## src/rtl/irq_level_agg.sv

```systemverilog
module irq_level_agg #(
  parameter int NSRC   = 32,
  parameter int ADDR_W = 8
) (
  input  logic              clk,
  input  logic              rst_n,
  input  logic [NSRC-1:0]   src_i,
  input  logic [ADDR_W-1:0] addr_i,
  input  logic              wr_en_i,
  input  logic [NSRC-1:0]   wdata_i,
  input  logic              rd_en_i,
  output logic [NSRC-1:0]   rdata_o,
  output logic              irq_o,
  output logic              err_o
);
  localparam logic [ADDR_W-1:0] OFS_STAT = ADDR_W'(4'h0);
  localparam logic [ADDR_W-1:0] OFS_LOAD = ADDR_W'(4'h4);
  localparam logic [ADDR_W-1:0] OFS_MASK = ADDR_W'(4'h8);
  localparam logic [ADDR_W-1:0] OFS_MSTA = ADDR_W'(4'hC);

  logic [NSRC-1:0] stat_q, mask_q, src_q, sw_stat, stat_d, chg;
  logic            irq_q, err_q, known;

  assign chg   = src_i ^ src_q;
  assign known = (addr_i == OFS_STAT) || (addr_i == OFS_LOAD) ||
                 (addr_i == OFS_MASK) || (addr_i == OFS_MSTA);

  always_comb begin
    sw_stat = stat_q;
    if (wr_en_i && addr_i == OFS_STAT) sw_stat = stat_q & ~wdata_i;
    else if (wr_en_i && addr_i == OFS_LOAD) sw_stat = wdata_i;
    stat_d = (sw_stat & ~chg) | (src_i & chg);
  end

  always_comb begin
    rdata_o = '0;
    if (rd_en_i) begin
      case (addr_i)
        OFS_STAT, OFS_LOAD: rdata_o = stat_q;
        OFS_MASK:           rdata_o = mask_q;
        OFS_MSTA:           rdata_o = stat_q & mask_q;
        default:            rdata_o = '0;
      endcase
    end
  end

  always_ff @(posedge clk) begin
    if (!rst_n) begin
      stat_q <= '0;
      mask_q <= '0;
      src_q  <= '0;
      irq_q  <= 1'b0;
      err_q  <= 1'b0;
    end else begin
      src_q  <= src_i;
      stat_q <= stat_d;
      if (wr_en_i && addr_i == OFS_MASK) mask_q <= wdata_i;
      irq_q  <= |(stat_q & mask_q);
      if ((rd_en_i && addr_i == OFS_LOAD) || ((rd_en_i || wr_en_i) && !known))
        err_q <= 1'b1;
    end
  end

  assign irq_o = irq_q;
  assign err_o = err_q;

  a_r3_irq_rises: assert property (@(posedge clk) disable iff (!rst_n)
    ((stat_q & mask_q) != '0) |=> irq_o);
  a_r3_irq_falls: assert property (@(posedge clk) disable iff (!rst_n)
    ((stat_q & mask_q) == '0) |=> !irq_o);
  a_r9_err_sticky: assert property (@(posedge clk) disable iff (!rst_n)
    err_o |=> err_o);
  a_r9_undef_no_state: assert property (@(posedge clk) disable iff (!rst_n)
    (wr_en_i && !known && chg == '0) |=> ($stable(stat_q) && $stable(mask_q)));
  a_r7_msta_write_inert: assert property (@(posedge clk) disable iff (!rst_n)
    (wr_en_i && addr_i == OFS_MSTA && chg == '0) |=> ($stable(stat_q) && $stable(mask_q)));
  a_r5_load_replaces: assert property (@(posedge clk) disable iff (!rst_n)
    (wr_en_i && addr_i == OFS_LOAD && chg == '0) |=> (stat_q == $past(wdata_i)));
  a_r10_line_wins: assert property (@(posedge clk) disable iff (!rst_n)
    (chg != '0) |=> ((stat_q & $past(chg)) == ($past(src_i) & $past(chg))));
endmodule

```

## config.mk

```make
export PLATFORM = sky130hd
export DESIGN_NAME = irq_level_agg
export DESIGN_NICKNAME = d
export VERILOG_FILES = /design/src/rtl/irq_level_agg.sv
export SDC_FILE = /design/constraint.sdc
export NUM_CORES = 1
export LEC_CHECK = 0
export ABC_AREA = 1
export BUFFER_PORTS_ARGS = -buffer_cell sky130_fd_sc_hd__buf_2
export CAP_MARGIN = 5
export CORE_MARGIN = 2
export CORE_UTILIZATION = 40
export DETAILED_ROUTE_END_ITERATION = 10
export SETUP_SLACK_MARGIN = 0.02
export SYNTH_ARGS = -nofsm -noshare
export SYNTH_HDL_FRONTEND = slang
export SYNTH_SLANG_ARGS = --single-unit
```

## constraint.sdc

```tcl
create_clock -name clk -period 2.55 [get_ports clk]
set_input_delay 0.255 -clock clk [delete_from_list [all_inputs] [get_ports clk]]
set_output_delay 0.255 -clock clk [all_outputs]
set_load 0.005 [all_outputs]
```

**Word-level counts from Yosys, hierarchy flattened**

Index checks and enable logic that the tools add are counted.

- Logic and storage cells: 34
- Register bits after elaboration: 98
- Memory bits (read-only): 0
- Bits in latches: 0
- Memories: 0
- Input bits: 76
- Bits in writable memories: 0

- Divide/modulo/power cells: 0
- Reduce and logical (&&, ||, !) cells: 14
- Bitwise logic cells: 8
- $mul: 0
- Add/sub/neg operators: 0
- Order comparisons: 0
- Shift-type cells: 0
- Multiplexer cells: 4
- Equal/unequal tests: 3

Operators by type and width:

| cell | count |
|---|---|
| AND 32 bit | 4 |
| 2-to-1 mux 32 bit | 3 |
| case mux 32 bit (3 select lines) | 1 |
| inverter 32 bit | 2 |
| OR 32 bit | 1 |
| OR reduction 32 bit | 1 |
| XOR 32 bit | 1 |
| == test 8 x 4 -> 1 bit, second input constant | 2 |
| == test 8 x 3 -> 1 bit, second input constant | 1 |
| zero test 8 bit | 1 |
| logical AND 1 bit | 5 |
| logical OR 1 bit | 5 |
| OR reduction 2 bit | 1 |
| zero test 1 bit | 1 |

**Depth between registers and ports, before layout**

- Depth in word-level cells: 7
- Mapped depth: 9
- Mapped depth without buffers: 9

**Worst setup path before layout**

OpenSTA, ideal clock, no wires.

- Path type: input -> output
- Start: in addr_i[4]
- End: out rdata_o[10]
- Cell stages on the path: 8
- Buffers on the path: 1
- Setup slack: 1110 ps
- Data arrival time: 1185 ps
- Cell sequence: inv_2 > nand2_1 > nor2_4 > nand2_1 > o21ai_2 > buf_2 > nand2_1 > a21oi_1

- Word-level cells in the longest chain between the ends: 4
- Elaborated cells on any way between the ends: 7
- Classes of those cells: eq/ne (3); mux (2); reduce/logical (2)

RTL lines:

| what | RTL line | text |
|---|---|---|
| start, declared | 8 | `input logic [ADDR_W-1:0] addr_i,` |
| == test 8 x 3 -> 1 bit or zero test 8 bit (tied branches) | 38 | `case (addr_i)` |
| OR reduction 2 bit | 38 |  |
| case mux 32 bit (3 select lines) * | 38 |  |
| 2-to-1 mux 32 bit * | 37 | `if (rd_en_i) begin` |
| end, declared | 12 | `output logic [NSRC-1:0] rdata_o,` |

Mark *: on every way between the ends. The rest lies on a longest branch, timed or not.

**Worst setup path in the final report**

- Start: in addr_i[0]
- End: out rdata_o[13]

Same word-level chain as after synthesis.

==> out/qor.txt <==
Synthesis Warnings - 0
Worst Path Required - 2.30 ns
mean post-synth cell area - 6.169 um2
total die area - 14220 um2
WL/cell - 13.58 um
Clock power frac - 41.2%
via/cell ratio - 4.956
Die X - 119.2 um
peak supply drop - 474.6 uV
LEAKAGE - 2.989 nW
Slew @ Worst Pin - 0.5225 ns
first-pass GRT wire length - 25500 um
Worst setup EP type - primary output
Setup WS pre-CTS - 0.6626 ns
initial antenna violation count - 2
commonest cells after routing, fill and taps aside - nand2_1 (225), nor2_1 (109), buf_2 (109), inv_1 (107), nand3_1 (99)
Post-CTS Resized - 0
row cnt - 42
insertion delay to the later sink of the worst-skew pair - 0.35 ns
layout cells sized above 1 - 15.74%
combinational share of power - 10.1%
largest net degree at the start of global routing - 98
clk root buf - clkbuf_16
NetSw - 0.8480 mW
worst endpoint data arrival time - 1.68 ns
max-slew violation count - 0
final wirelength - 15360 um
DRT iter0 DRCs - 315
WS Path Type - in -> out
Vias - 5605
max_slew headroom - 65.13%
final hold viol count - 0
Int Power - 2.551 mW
number of global-route vias before repair - 5116
synthesized cell area - 5311 um2
Post-Syn Nets - 937
core area - 13090 um2
Synth Register Bits - 98
setup TNS - 0 ns
Max Clk Rate - 517.9 MHz
maxcap violations - 0
final RePlAce weighted congestion - 0.8487
crit-path most repeated cell - nand2_1
Tcrit/Tclk final - 75.72%
Post-Syn Instances - 861
setup repair after global routing missed its margin - false
Max Fanout on Critical Path - 20
Flop pwr share - 48.7%
status - finished clean
Layout Nets - 1024
Final ANT Viol Nets - 0
final cell count without fillers - 1131
Pwr Density - 536.3 nW/um2
CTS H-tree lvls - 3
# port buffers - 109
I/O pins - 110
drt first pass iters - 5
# DRC - 0
total gr overflow - 0
TritonCTS buffer count - 9
# hold bufs at CTS - 0
post-synth cell types - 21
CTS tree - done
Hold Path Class - in -> reg
Clock Path Buffers - 2
Area Overhead vs Synth - 19.32%
total clock sinks - 98
overall routing resource usage - 22.37%
CP peak stage delay - 0.22 ns
commonest non-fill, non-tap cell in the layout - nand2_1
Slowest cell on crit path - a31oi_1
final setup violation count - 0
crit start category - primary input
sw frac - 24.95%
detailed-placement wirelength estimate - 10070 um
Placed Cells - 1113
Final Critical Period - 1.931 ns
Total Power - 3.399 mW
Worst-path clk slew - 0.07 ns
# Post-CTS Setup Buffers - 0
Seq/Total Area, Yosys - 36.94%
Die Y - 119.2 um
Final WS setup - 0.6192 ns
CP cell instances - buf_2 -> inv_1 -> nand2_1 -> nor2_1 -> nand2_1 -> o21ai_2 -> buf_12 -> nand2_1 -> a31oi_1 -> buf_2
clock skew - 0.008607 ns
Initial Utilization - 40.59%
==> Yosys cell counts <==
| cell | number | area, um2 |
|---|---|---|
| nand2_1 | 225 | 844.6 |
| nor2_1 | 110 | 412.9 |
| inv_1 | 107 | 401.6 |
| nand3_1 | 99 | 495.5 |
| dfxtp_1 | 98 | 1962 |
| o21ai_0 | 64 | 320.3 |
| a21oi_1 | 43 | 215.2 |
| nand4_1 | 31 | 193.9 |
| clkbuf_1 | 27 | 101.4 |
| a31oi_1 | 24 | 150.1 |
| buf_2 | 18 | 90.09 |
| buf_6 | 3 | 33.78 |
| inv_2 | 3 | 11.26 |
| nor2_4 | 2 | 22.52 |
| buf_1 | 1 | 3.750 |
| clkinv_2 | 1 | 5.000 |
| nand3_2 | 1 | 10.01 |
| nor2_2 | 1 | 6.260 |
| nor3_4 | 1 | 16.27 |
| o21ai_2 | 1 | 8.760 |
| or2_2 | 1 | 6.260 |
==> critical path, delay by kind of cell <==
family	cells	cell delay, ns
AND/OR/NAND/NOR	4	0.51
buffers and inverters	4	0.52
AO/OA/AOI/OAI	2	0.37
==> logic make-up after synthesis <==
group                  synth area share (%)
AOI/OAI and AO/OA                     13.07
and+or+nand+nor                       37.81
DFF                                   36.94
buffers and inverters                 12.18
==> power by group through the flow <==
stage	combinational, mW	clock (mW)	sequential (mW)
global placement	0.341	0	1.69
finish	0.343	1.40	1.65
CTS	0.346	1.45	1.65
detailed placement	0.344	0	1.69
floorplan	0.205	0	1.67
global route	0.401	1.51	1.66
==> area by class of cell <==
cell class	count	area, um2
Fill cell	1460	6748
Multi-Input combinational cell	603	2705
Sequential cell	98	1962
Timing Repair Buffer	125	728.2
Inverter	111	417.9
Clock buffer	14	264.0
Tap cell	176	220.2
Clock inverter	2	35.03
Antenna cell	2	5.005
==> final timing paths <==
kind,slack [ns],cells past startpoint,startpoint,end
hold / removal,0.10,3,src_i[16],src_q[16]
setup reg to reg,1.44,5,flop,irq_o
setup / recovery,0.62,10,addr_i[0],rdata_o[13]
hold reg to reg,0.48,3,src_q[27],flop
==> through the flow <==
| stage | area (um2) | util, % | hold slack, ns |
|---|---|---|---|
| floorplan | 5311 | - | 0.3485 |
| global placement | 6033 | 46.11 | 0.4593 |
| detailed placement | 6033 | 46.11 | 0.4627 |
| CTS | 6332 | 48.39 | 0.09413 |
| global route | 6335 | 48.41 | 0.1031 |
| finish | 6337 | 48.43 | 0.1032 |
==> routing by layer <==
metal | global-route usage [%] | part of all wire [%]
met1 | 30.10 | 47
met2 | 35.63 | 45
met3 | 5.603 | 6.3
met4 | 6.176 | 1.1
met5 | 0 | 0
Power figures use the tool's default switching activity.
